--- config.mk ---
export PLATFORM = sky130hd
export DESIGN_NAME = merge_write_buffer
export DESIGN_NICKNAME = d
export VERILOG_FILES = /design/src/rtl/mwb_pkg.sv /design/src/rtl/mwb_datapath.sv /design/src/rtl/mwb_ctrl.sv /design/src/rtl/merge_write_buffer.sv
export SDC_FILE = /design/constraint.sdc
export NUM_CORES = 1
export LEC_CHECK = 0
export BUFFER_PORTS_ARGS = -buffer_cell sky130_fd_sc_hd__buf_4
export CORE_MARGIN = 5
export CORE_UTILIZATION = 45
export CTS_BUF_LIST = sky130_fd_sc_hd__clkbuf_16
export DETAILED_ROUTE_END_ITERATION = 7
export GPL_TIMING_DRIVEN = 0
export PLACE_DENSITY_LB_ADDON = 0.3
export SYNTH_ARGS = -nofsm -noshare
export SYNTH_HDL_FRONTEND = slang
export SYNTH_SLANG_ARGS = --single-unit
--- constraint.sdc ---
create_clock -name clk -period 5.3 [get_ports clk]
set_input_delay 1.06 -clock clk [delete_from_list [all_inputs] [get_ports clk]]
set_output_delay 1.06 -clock clk [all_outputs]
set_load 0.1 [all_outputs]
--- src/rtl/mwb_pkg.sv ---
package mwb_pkg;
  parameter int unsigned MWB_ENTRIES = 4;
  parameter int unsigned MWB_WORDS   = 4;
  localparam int unsigned MWB_IDX_W  = $clog2(MWB_ENTRIES);
  localparam int unsigned MWB_WSEL_W = $clog2(MWB_WORDS);
  localparam int unsigned MWB_CNT_W  = MWB_IDX_W + 1;

  typedef struct packed {
    logic                 allocEn;
    logic                 mergeEn;
    logic [MWB_IDX_W-1:0] wrIdx;
    logic                 popEn;
    logic [MWB_IDX_W-1:0] popIdx;
  } mwb_ctrl_t;
endpackage

--- src/rtl/mwb_datapath.sv ---
module mwb_datapath
  import mwb_pkg::*;
#(
  parameter int unsigned ADDR_W = 32,
  parameter int unsigned DATA_W = 32
) (
  input  logic                          clk,
  input  logic                          rstN,
  input  logic [ADDR_W-1:0]             stAddr,
  input  logic [DATA_W-1:0]             stData,
  input  mwb_ctrl_t                     ctrl,
  input  logic [MWB_IDX_W-1:0]          headIdx,
  input  logic                          headLocked,
  input  logic [ADDR_W-1:0]             rdAddr,
  output logic [MWB_ENTRIES-1:0]        matchVec,
  output logic                          rdHit,
  output logic [ADDR_W-1:0]             memAddr,
  output logic [DATA_W*MWB_WORDS-1:0]   memData,
  output logic [MWB_WORDS-1:0]          memMask
);
  localparam int unsigned OFF_W = $clog2(DATA_W / 8);
  localparam int unsigned BLK_W = ADDR_W - MWB_WSEL_W - OFF_W;
  localparam int unsigned LOW_W = MWB_WSEL_W + OFF_W;

  logic [BLK_W-1:0]     blkQ  [MWB_ENTRIES];
  logic [MWB_WORDS-1:0] maskQ [MWB_ENTRIES];
  logic [DATA_W-1:0]    dataQ [MWB_ENTRIES][MWB_WORDS];
  logic [MWB_ENTRIES-1:0] occQ;

  logic [BLK_W-1:0]      stBlk, rdBlk;
  logic [MWB_WSEL_W-1:0] stWord, rdWord;
  logic [MWB_WORDS-1:0]  stOneHot;

  assign stBlk  = stAddr[ADDR_W-1 -: BLK_W];
  assign stWord = stAddr[OFF_W +: MWB_WSEL_W];
  assign rdBlk  = rdAddr[ADDR_W-1 -: BLK_W];
  assign rdWord = rdAddr[OFF_W +: MWB_WSEL_W];

  always_comb begin
    stOneHot = '0;
    stOneHot[stWord] = 1'b1;
  end

  // Block compare per entry; a locked head is closed to merging.
  for (genvar e = 0; e < MWB_ENTRIES; e++) begin : g_match
    assign matchVec[e] = occQ[e] && (blkQ[e] == stBlk) &&
                         !(headLocked && (headIdx == MWB_IDX_W'(e)));
  end

  always_comb begin
    rdHit = 1'b0;
    for (int e = 0; e < MWB_ENTRIES; e++) begin
      if (occQ[e] && (blkQ[e] == rdBlk) && maskQ[e][rdWord]) rdHit = 1'b1;
    end
  end

  // Entry tags and word masks
  always_ff @(posedge clk or negedge rstN) begin
    if (!rstN) begin
      occQ <= '0;
      for (int e = 0; e < MWB_ENTRIES; e++) begin
        blkQ[e]  <= '0;
        maskQ[e] <= '0;
      end
    end else begin
      for (int e = 0; e < MWB_ENTRIES; e++) begin
        if (ctrl.popEn && (ctrl.popIdx == MWB_IDX_W'(e))) begin
          occQ[e]  <= 1'b0;
          maskQ[e] <= '0;
        end
        if (ctrl.allocEn && (ctrl.wrIdx == MWB_IDX_W'(e))) begin
          occQ[e]  <= 1'b1;
          blkQ[e]  <= stBlk;
          maskQ[e] <= stOneHot;
        end else if (ctrl.mergeEn && (ctrl.wrIdx == MWB_IDX_W'(e))) begin
          maskQ[e] <= maskQ[e] | stOneHot;
        end
      end
    end
  end

  // Word storage, no reset needed: only masked words are ever consumed
  always_ff @(posedge clk) begin
    for (int e = 0; e < MWB_ENTRIES; e++) begin
      if ((ctrl.allocEn || ctrl.mergeEn) && (ctrl.wrIdx == MWB_IDX_W'(e)))
        dataQ[e][stWord] <= stData;
    end
  end

  assign memAddr = {blkQ[headIdx], {LOW_W{1'b0}}};
  assign memMask = maskQ[headIdx];
  always_comb begin
    for (int w = 0; w < MWB_WORDS; w++) memData[w*DATA_W +: DATA_W] = dataQ[headIdx][w];
  end

  // allocation only lands in a free slot
  p_alloc_free_slot_r4: assert property (@(posedge clk) disable iff (!rstN)
    ctrl.allocEn |-> !occQ[ctrl.wrIdx]);

  // a merge never touches a locked entry
  p_merge_open_only_r7: assert property (@(posedge clk) disable iff (!rstN)
    ctrl.mergeEn |-> (occQ[ctrl.wrIdx] && !(headLocked && ctrl.wrIdx == headIdx)));

  // locked payload is frozen until accepted
  p_payload_stable_r6: assert property (@(posedge clk) disable iff (!rstN)
    (headLocked && !ctrl.popEn) |=>
      ($stable(memAddr) && $stable(memMask) && $stable(memData)));
endmodule

--- src/rtl/mwb_ctrl.sv ---
module mwb_ctrl
  import mwb_pkg::*;
(
  input  logic                   clk,
  input  logic                   rstN,
  input  logic                   stValid,
  input  logic [MWB_ENTRIES-1:0] matchVec,
  input  logic                   memReady,
  output logic                   stReady,
  output logic                   memValid,
  output mwb_ctrl_t              ctrl,
  output logic [MWB_IDX_W-1:0]   headIdx,
  output logic                   headLocked
);
  logic [MWB_IDX_W-1:0] headQ, tailQ, matchIdx;
  logic [MWB_CNT_W-1:0] cntQ;
  logic lockQ, anyMatch, full, accept, headHit, pop;

  function automatic logic [MWB_IDX_W-1:0] nextPtr(input logic [MWB_IDX_W-1:0] p);
    if (p == MWB_IDX_W'(MWB_ENTRIES - 1)) return '0;
    return p + 1'b1;
  endfunction

  always_comb begin
    matchIdx = '0;
    for (int e = 0; e < MWB_ENTRIES; e++) if (matchVec[e]) matchIdx = MWB_IDX_W'(e);
  end

  assign anyMatch = |matchVec;
  assign full     = (cntQ == MWB_CNT_W'(MWB_ENTRIES));
  assign stReady  = anyMatch || !full;
  assign accept   = stValid && stReady;
  assign headHit  = accept && matchVec[headQ];
  assign pop      = lockQ && memReady;

  always_comb begin
    ctrl.mergeEn = accept && anyMatch;
    ctrl.allocEn = accept && !anyMatch;
    ctrl.wrIdx   = anyMatch ? matchIdx : tailQ;
    ctrl.popEn   = pop;
    ctrl.popIdx  = headQ;
  end

  always_ff @(posedge clk or negedge rstN) begin
    if (!rstN) begin
      headQ <= '0;
      tailQ <= '0;
      cntQ  <= '0;
      lockQ <= 1'b0;
    end else begin
      if (ctrl.allocEn) tailQ <= nextPtr(tailQ);
      if (pop)          headQ <= nextPtr(headQ);
      if (ctrl.allocEn && !pop)      cntQ <= cntQ + 1'b1;
      else if (!ctrl.allocEn && pop) cntQ <= cntQ - 1'b1;
      if (pop)                                         lockQ <= 1'b0;
      else if (!lockQ && (cntQ != '0) && !headHit)     lockQ <= 1'b1;
    end
  end

  assign memValid   = lockQ;
  assign headIdx    = headQ;
  assign headLocked = lockQ;

  // occupancy never exceeds the entry count
  p_no_overflow_r9: assert property (@(posedge clk) disable iff (!rstN)
    cntQ <= MWB_CNT_W'(MWB_ENTRIES));

  // the store port stalls only when every entry is taken
  p_stall_when_full_r9: assert property (@(posedge clk) disable iff (!rstN)
    !stReady |-> full);

  // an offered drain is held until accepted
  p_hold_offer_r6: assert property (@(posedge clk) disable iff (!rstN)
    (memValid && !memReady) |=> memValid);

  // simultaneous allocate and drain leave occupancy unchanged
  p_count_balance_r11: assert property (@(posedge clk) disable iff (!rstN)
    (ctrl.allocEn && pop) |=> (cntQ == $past(cntQ)));
endmodule

--- src/rtl/merge_write_buffer.sv ---
module merge_write_buffer
  import mwb_pkg::*;
#(
  parameter int unsigned ADDR_W = 32,
  parameter int unsigned DATA_W = 32
) (
  input  logic                        clk,
  input  logic                        rstN,
  input  logic                        stValid,
  output logic                        stReady,
  input  logic [ADDR_W-1:0]           stAddr,
  input  logic [DATA_W-1:0]           stData,
  input  logic [ADDR_W-1:0]           rdAddr,
  output logic                        rdHit,
  output logic                        memValid,
  input  logic                        memReady,
  output logic [ADDR_W-1:0]           memAddr,
  output logic [DATA_W*MWB_WORDS-1:0] memData,
  output logic [MWB_WORDS-1:0]        memMask
);
  mwb_ctrl_t              ctrl;
  logic [MWB_ENTRIES-1:0] matchVec;
  logic [MWB_IDX_W-1:0]   headIdx;
  logic                   headLocked;

  mwb_ctrl u_ctrl (
    .clk(clk), .rstN(rstN), .stValid(stValid), .matchVec(matchVec),
    .memReady(memReady), .stReady(stReady), .memValid(memValid),
    .ctrl(ctrl), .headIdx(headIdx), .headLocked(headLocked)
  );

  mwb_datapath #(.ADDR_W(ADDR_W), .DATA_W(DATA_W)) u_dp (
    .clk(clk), .rstN(rstN), .stAddr(stAddr), .stData(stData), .ctrl(ctrl),
    .headIdx(headIdx), .headLocked(headLocked), .rdAddr(rdAddr),
    .matchVec(matchVec), .rdHit(rdHit), .memAddr(memAddr),
    .memData(memData), .memMask(memMask)
  );

  // nothing is offered to memory right after reset
  p_idle_after_reset_r1: assert property (@(posedge clk) disable iff (!rstN)
    $rose(rstN) |-> !memValid);
endmodule

After elaboration in Yosys (flattened, before gate mapping):

Memory sizes are Yosys's and may differ from the RTL's.
Index checks and enable logic that the tools add are counted.

* input port bits: 100
* RAM bits: 512
* memories kept: 1
* register bits: 140

* eq/ne operators: 16
* muxes and demuxes: 77
* reductions and logical operators: 76
* $add $sub $neg: 4
* bitwise gates (word level): 6
* magnitude comparators: 7

Memories
* u_dp.dataQ: depth 4, bits a word 128, read ports 1, clocked after memory_dff 0, wr ports 1, line mwb_datapath.sv:27 `logic [DATA_W-1:0] dataQ [MWB_ENTRIES][MWB_WORDS];`

Operators with widths (number)
* $mux 128: 10
* $reduce_or 128->1: 3
* $eq 28x28->1: 8
* $demux 32 s2: 1
* $bmux 28 s2: 1
* $mux 28: 2
* $mux 4: 14
* $logic_and 1x1->1: 47
* $mux 32: 1
* $mux 1: 29
* $mux 2: 10
* $or 4x4->4: 4
* $reduce_bool 3->1: 5
* $reduce_bool 2->1: 6
* $bmux 1 s2: 5
* $eq 2x2->1 const B: 5
* $logic_not 1->1: 10
* $lt 2x3->1 const B: 3
* $bmux 4 s2: 1
* $ge 3x3->1 const B: 2
* $mux 3: 2
* $not 2->3: 2
* $add 2x1->2 const B: 2
* $eq 2x1->1 const B: 2
* other kinds (9): 11

Logic depth before layout (Yosys ltp):

Gate-level depths: netlist of the first run.

* depth after elaboration: 16
* mapped depth: 18

Hierarchy:

Synthesis of the first run repeated with hierarchy kept, for this count alone.

* cell total of the unflattened synthesis: 1447
* area, all modules: 27629.0 um^2

By module, submodules not included
* mwb_datapath: cells each 1400, area each 27096.0 um^2, instances 1, sequential area each 18677.9 um^2
* mwb_ctrl: cells each 47, area each 533.0 um^2, instances 1, sequential area each 200.2 um^2

Least setup slack after synthesis of the first run:

OpenSTA, ideal clock, no wires.

* path kind: input-to-reg
* start point: in stAddr[13]
* end point: mem u_dp.dataQ[2][32] (netlist name), enable pin
* stages: 7
* arrival time: 4611 ps
* library setup time: 468 ps
* slack: 221 ps
* data required time: 4832 ps
* cell sequence: buf_2 -> xnor2_1 -> nand4_1 -> nor4_1 -> and4_1 -> o21ai_1 -> nor3b_1

* word-level cells in the longest chain between the ends: 15
* elaborated cells between the ends (all ways): 48

Ends and longest elaborated chain
* from (decl): line merge_write_buffer.sv:11 `input logic [ADDR_W-1:0] stAddr,`
* $eq 28x28->1: line mwb_datapath.sv:46 `assign matchVec[e] = occQ[e] && (blkQ[e] == stBlk) &&`
* $logic_and 1x1->1 (2 in a row): line mwb_datapath.sv:46
* $mux 1 / $reduce_or 4->1 (equally long branches): line mwb_ctrl.sv:26, mwb_ctrl.sv:29
* $mux 2 / $logic_or 1x1->1 (equally long branches): line mwb_ctrl.sv:26, mwb_ctrl.sv:31
* $mux 2 / $logic_and 1x1->1 (equally long branches): line mwb_ctrl.sv:26, mwb_ctrl.sv:32
* $mux 2 (tied with other cells): line mwb_ctrl.sv:39 `ctrl.wrIdx = anyMatch ? matchIdx : tailQ;`
* $eq 2x1->1 / $logic_or 1x1->1 (equally long branches): line mwb_datapath.sv:85 `if ((ctrl.allocEn || ctrl.mergeEn) && (ctrl.wrIdx == MWB_IDX_W'(e)))`
* $logic_and 1x1->1: line mwb_datapath.sv:85
* $mux 1: line mwb_datapath.sv:85
* $mux 128 (implied by the code): line mwb_datapath.sv:86 `dataQ[e][stWord] <= stData;`
* $reduce_or 128->1 (no source line)
* $mux 2 (no source line) / $mux 128 (equally long branches) (3 in a row)
* to (decl): line mwb_datapath.sv:27

Parallel ways exist; a longest one is shown, timed or not.

Final worst setup path of the first run:

* start point: in stAddr[30]
* end point: out stReady

* word-level cells in the longest chain between the ends: 5
* elaborated cells between the ends (all ways): 14

Ends and longest elaborated chain
* $eq 28x28->1: line mwb_datapath.sv:46
* $logic_and 1x1->1 (2 in a row): line mwb_datapath.sv:46
* $reduce_or 4->1 *: line mwb_ctrl.sv:29 `assign anyMatch = |matchVec;`
* $logic_or 1x1->1 *: line mwb_ctrl.sv:31 `assign stReady = anyMatch || !full;`
* to (decl): line merge_write_buffer.sv:10 `output logic stReady,`

Mark *: on every way between the ends. The rest lies on a longest branch, timed or not.

==> impl_metrics.yaml, run 1 <==
synth:
  yosysTopAreaCell: "edfxtp_1"
  synth-edff-count: 512
  synth_cell_types: 56
  ys_async_sr_fraction_pct: 21.5
  synth_fa_ha_area_share_pct: 0.344
  ys_ff_latch: 652
  synth-simple-area-share_pct: 3.11
  synthCells: 1475
  synth_mux_area_share_pct: 18.2
  yosys_warnings: 0
  syn_area_mm2: 0.0277
  synth_most_common_cell: "edfxtp_1"
  seq_area_frac_synth_pct: 68.2
  synth_compound_gate_area_share_pct: 1.08
  ys_top_cells_by_area: "edfxtp_1 (56%), mux4_2 (13%), dfrtp_1 (13%)"
  yosys-top-cells-count: "edfxtp_1 (512), xnor2_1 (174), mux4_2 (164), dfrtp_1 (140), mux2_2 (104)"
  synth_top_cell_area_share_pct: 55.6
  synth_top_family_by_area: "multiplexers"
  synth_ff_type: "edfxtp_1"
  synth_xor_area_share_pct: 7.09
  syn_area_per_cell_um2: 18.8
grt:
  grt_pass1_wl_um: 110000
  grt_use_total_pct: 22.5
  antenna_found_initial: 5
  first_global_vias: 15818
  grt-ovfl-total: 0
  grt_start_max_net_pins: 72
layout:
  final_util_pct: 54.4
  multi_input_area_mm2: 0.00838
  layout.nets: 1887
  fill_cells: 4736
  drive_above_1_share_pct: 36.6
  regArea_mm2: 0.0189
  finalInstanceArea_mm2: 0.0330
  instances_no_fill: 2618
  syn_to_final_growth_pct: 19.1
status:
  status: "complete, no violations"
sta:
  setup_viol: 0
  rsz0062_at_grt: "false"
  slew_headroom_pct: 26.7
  hold_violations: 0
  slew_viol_final: 0
  period_share_pct: 94.7
  worstMarginPinSlew_ns: 1.10
  fin_crit_ns: 5.02
  timing.fmax_mhz: 199
  skew_ns: 0.0241
clock_tree:
  clkLatencyLatePin_ns: 0.61
  clk_pin_slew_ns: 0.05
  htreeDepth: 3
  cts.sinks: 652
  cts.path.max_buffers: 3
  cts-buffers-inserted: 69
  ctsHoldBuffers: 0
  post_cts_buffers: 0
  cts-resized-gates: 2
  cts_tree: "yes"
  cts_root_buffer: "clkbuf_16"
route:
  dr_total_vias: 14992
  drt_iter0_markers: 1369
  dr.pass1.iters: 5
  viasPerCell: 5.73
  wl_per_cell_um: 28.7
  wirelength_um: 75100
  drc: 0
  ant_nets: 0
critical_path:
  critPathRequiredTime_ns: 4.24
  crit_fanout: 10
  worstSetupPathType: "input port to primary output"
  start_kind: "input port"
  reg2reg_depth: 12
  crit_arrival_ns: 3.96
  end_kind: "primary output"
die:
  die_w_um: 258
  core-area_mm2: 0.0606
  initial_utilization_pct: 45.7
  dieArea_mm2: 0.0665
  die_y_um: 258
  io_pins: 267
  row_count: 90
placed_design:
  place_area_mm2: 0.0308
  port_buffers: 210
  place_inst: 2492
  gp_congestion: 0.984
  detailed_place_hpwl_um: 54200
worst_hold_path:
  hold_path_class: "input port to asynchronous set/reset pin"
job:
  maxCapViolations: 0
critical path, cell delays in order:
cell and delay (ns):
buf_2 0.16, xnor2_1 0.39, nand4_1 0.18, nor4_1 0.86, nand4_1 0.50, nand4_4 0.34
or2_2 0.18, buf_4 0.29
kinds of logic after synthesis:
logic type               count (synthesis)
buffers and inverters                  115
AND/OR/NAND/NOR                        150
other                                    1
XOR/XNOR                               224
adder cells (fa/ha/maj)                  7
flip-flops                             652
multiplexers                           281
AO/OA/AOI/OAI                           45
through the flow:
stage / TNS [ns] / hold WS, ns / setup slack, ns
4_1_cts: 0 / 0.465 / 0.123
2_1_floorplan: 0 / 0.463 / 0.221
3_5_place_dp: -9.79 / 0.503 / -0.277
6_report: 0 / 0.453 / 0.279
5_1_grt: 0 / 0.488 / 0.136
3_3_place_gp: -684.44 / 0.497 / -3.45
sequential cells by signal, summed over array words and instances, names as in the netlist:
register	count
u_dp.dataQ	512
u_dp.blkQ	112
u_dp.maskQ	16
u_dp.occQ	4
u_ctrl.cntQ	3
u_ctrl.headIdx	2
u_ctrl.tailQ	2
u_ctrl.headLocked	1
final cells by class:
class                   count  share of cell area (%)
multi-input cells         711                    25.4
inverters                  13                   0.148
diodes                      6                  0.0456
clock inverters            51                    1.20
plain buffers             101                    1.42
clock buffers              70                    5.32
flip-flops and latches    652                    57.3
well taps                 782                    2.97
repair buffers            232                    6.19
final timing paths:
check                                         startpoint                          end  slack (ns)
max in group asynchronous                           rstN   u_dp.maskQ[14]$_DFFE_PN0P_        4.01
min                                                 rstN    u_dp.blkQ[82]$_DFFE_PN0P_        0.45
max                                           stAddr[30]                      stReady        0.28
max reg2reg                u_ctrl.headIdx[0]$_DFFE_PN0P_  u_dp.dataQ[0][20]$_DFFE_PP_        0.70
min in group clk              u_ctrl.cntQ[2]$_DFFE_PN0P_   u_ctrl.cntQ[2]$_DFFE_PN0P_        0.52
min reg2reg                   u_ctrl.cntQ[2]$_DFFE_PN0P_   u_ctrl.cntQ[2]$_DFFE_PN0P_        0.52
layout by cell type, fill, tap and decap left out, types with 7 or more instances in the layout:
master,count
xnor2_1,174
buf_16,9
buf_12,7
buf_4,216
buf_2,36
nor4_1,21
mux4_2,164
inv_1,29
edfxtp_1,512
nand3_1,15
buf_6,8
a21oi_1,7
clkbuf_16,70
mux2_2,104
nand4_1,47
nand2_1,24
mux2_4,9
dfrtp_1,140
buf_1,16
clkinv_2,9
clkbuf_1,37
nor2_1,9
xor2_1,50
clkinv_1,12
layer usage:
layer / wire length [µm] / global-route usage, % / vias up / part of all wire [%]
met3: 5720 / 6.02 / 130 / 7.6
li1: - / - / 6402 / -
met2: 37500 / 37.5 / 546 / 50
met4: 2690 / 7.39 / 0 / 3.6
met1: 29200 / 28.9 / 7914 / 39
met5: 0 / 0 / - / 0
Power of run 1 is left out: the tool's default activity adds up to more than one toggle a clock period on the data nets, which glitch-free logic cannot reach.
==> run 2: changes to the inputs <==
RECOVER_POWER = 50   (was not set)
clock period = 4.4 ns   (was 5.3 ns; I/O delays follow)
==> run 2 against run 1 <==
The run now ends with capacitance limit, slew limit left. Routed wire length increased by 2.0%. Die area is the same. First-iteration DRC count decreased by 8.0%. Utilization about the same. Flip-flop and latch count unchanged.
==> impl_metrics.yaml, run 2 (synthesis results as in run 1) <==
status:
  status: "finished, violations left"
  violations: "capacitance limit, slew limit"
sta:
  skew_ns: 0.0524
  slew_viol_final: 73
  worstMarginPinSlew_ns: 1.94
  hold_violations: 0
  rsz0062_at_grt: "false"
  setup_viol: 0
  slew_headroom_pct: -29.0
  timing.fmax_mhz: 230
  period_share_pct: 98.8
  fin_crit_ns: 4.35
  fin_tns_setup_ns: 0
route:
  wirelength_um: 76700
  dr_total_vias: 14869
  drt_iter0_markers: 1260
  wl_per_cell_um: 29.2
  drc: 0
  dr.pass1.iters: 5
  viasPerCell: 5.66
  ant_nets: 0
clock_tree:
  cts-buffers-inserted: 71
  cts_tree: "yes"
  cts_root_buffer: "clkbuf_16"
  htreeDepth: 3
  clk_pin_slew_ns: 0.05
  cts.sinks: 652
  cts.path.max_buffers: 3
  clkLatencyLatePin_ns: 0.63
layout:
  final_common_cell: "edfxtp_1"
  layout.nets: 1892
  fill_cells: 4823
  final_cell_mix: "edfxtp_1 (512), buf_4 (178), xnor2_1 (174)"
  top_regs: "u_dp.dataQ: 512 flops, u_dp.blkQ: 112 flops, u_dp.maskQ: 16 flops"
  largest_reg_flops: 512
  drive_above_1_share_pct: 34.9
  syn_to_final_growth_pct: 19.2
  top_register: "u_dp.dataQ"
job:
  maxCapViolations: 1
grt:
  grt_use_total_pct: 22.8
  antenna_found_initial: 5
  grt-ovfl-total: 0
  grt_start_max_net_pins: 73
  first_global_vias: 15655
  grt_pass1_wl_um: 110000
die:
  initial_utilization_pct: 45.7
  core-area_mm2: 0.0606
  row_count: 90
  io_pins: 267
  die_y_um: 258
  dieArea_mm2: 0.0665
  die_w_um: 258
critical_path:
  path_depth: 8
  path_cells: "buf_2, xnor2_1, nand4_1, nor4_2, nand4_1, nand4_4, or2_2, buf_6"
  path_buf_inv: 2
  critPathRequiredTime_ns: 3.52
  worstSetupPathType: "input port to primary output"
  crit_arrival_ns: 3.47
  crit_slowest_cell: "nor4_2"
  crit_fanout: 10
  path_common_cell: "nand4_1"
  reg2reg_depth: 12
  crit_family: "simple AND/OR/NAND/NOR gates"
  end_kind: "primary output"
  start_kind: "input port"
  cpPeakStageDelay_ns: 0.63
placed_design:
  gp_congestion: 0.977
  detailed_place_hpwl_um: 55000
  port_buffers: 210
worst_hold_path:
  hold_path_class: "input port to asynchronous set/reset pin"
-- run 2: cell type report --
class | instances | area, µm² | area share (%)
clock inverter | 57 | 477 | 1.45
inverter | 13 | 48.8 | 0.148
antenna | 3 | 7.51 | 0.0228
clock buffer | 72 | 1800 | 5.46
buffer | 101 | 520 | 1.58
tap | 782 | 978 | 2.97
timing repair buffer | 235 | 1920 | 5.81
multi-input combinational | 711 | 8350 | 25.3
sequential | 652 | 18900 | 57.3
-- run 2: repair_timing --
| item | 4_1_cts | 5_1_grt |
|---|---|---|
| buffers inserted | 5 | 0 |
| setup endpoints to repair | 723 | 133 |
| pin swaps | 1 | 0 |
| resized for setup | 27 | 20 |
| hold buffers | 0 | 0 |
-- run 2: final timing paths --
path                                                from                         end  slack, ns
min reg2reg                   u_ctrl.cntQ[2]$_DFFE_PN0P_  u_ctrl.cntQ[2]$_DFFE_PN0P_       0.52
max in group asynchronous                           rstN   u_dp.blkQ[34]$_DFFE_PN0P_       1.81
min                                                 rstN  u_dp.blkQ[110]$_DFFE_PN0P_       0.28
min in group clk              u_ctrl.cntQ[2]$_DFFE_PN0P_  u_ctrl.cntQ[2]$_DFFE_PN0P_       0.52
max                                           stAddr[30]                     stReady       0.05
max reg2reg                u_ctrl.headIdx[1]$_DFFE_PN0P_  u_dp.blkQ[109]$_DFFE_PN0P_       0.15
-- run 2: stage by stage --
stage	area [µm²]	hold slack (ns)	setup WS (ns)	utilization [%]	std cells
detailed placement	30800	0.511	-1.31	50.8	2490
finish	33000	0.284	0.0517	54.4	2626
floorplan	27700	0.463	-0.239	-	1478
global route	33000	0.329	0.00901	54.4	2625
CTS	33200	0.306	0.0183	54.8	2623
global placement	30200	0.493	-3.12	49.9	2470
-- run 2: layer usage --
metal,vias up,part of all wire (%),global-route usage [%]
met5,-,0.053,0
met4,6,3.2,7.48
li1,6421,-,-
met2,509,50,38.4
met3,121,7.0,5.85
met1,7812,40,29.1
Power of run 2 is left out for the same reason.
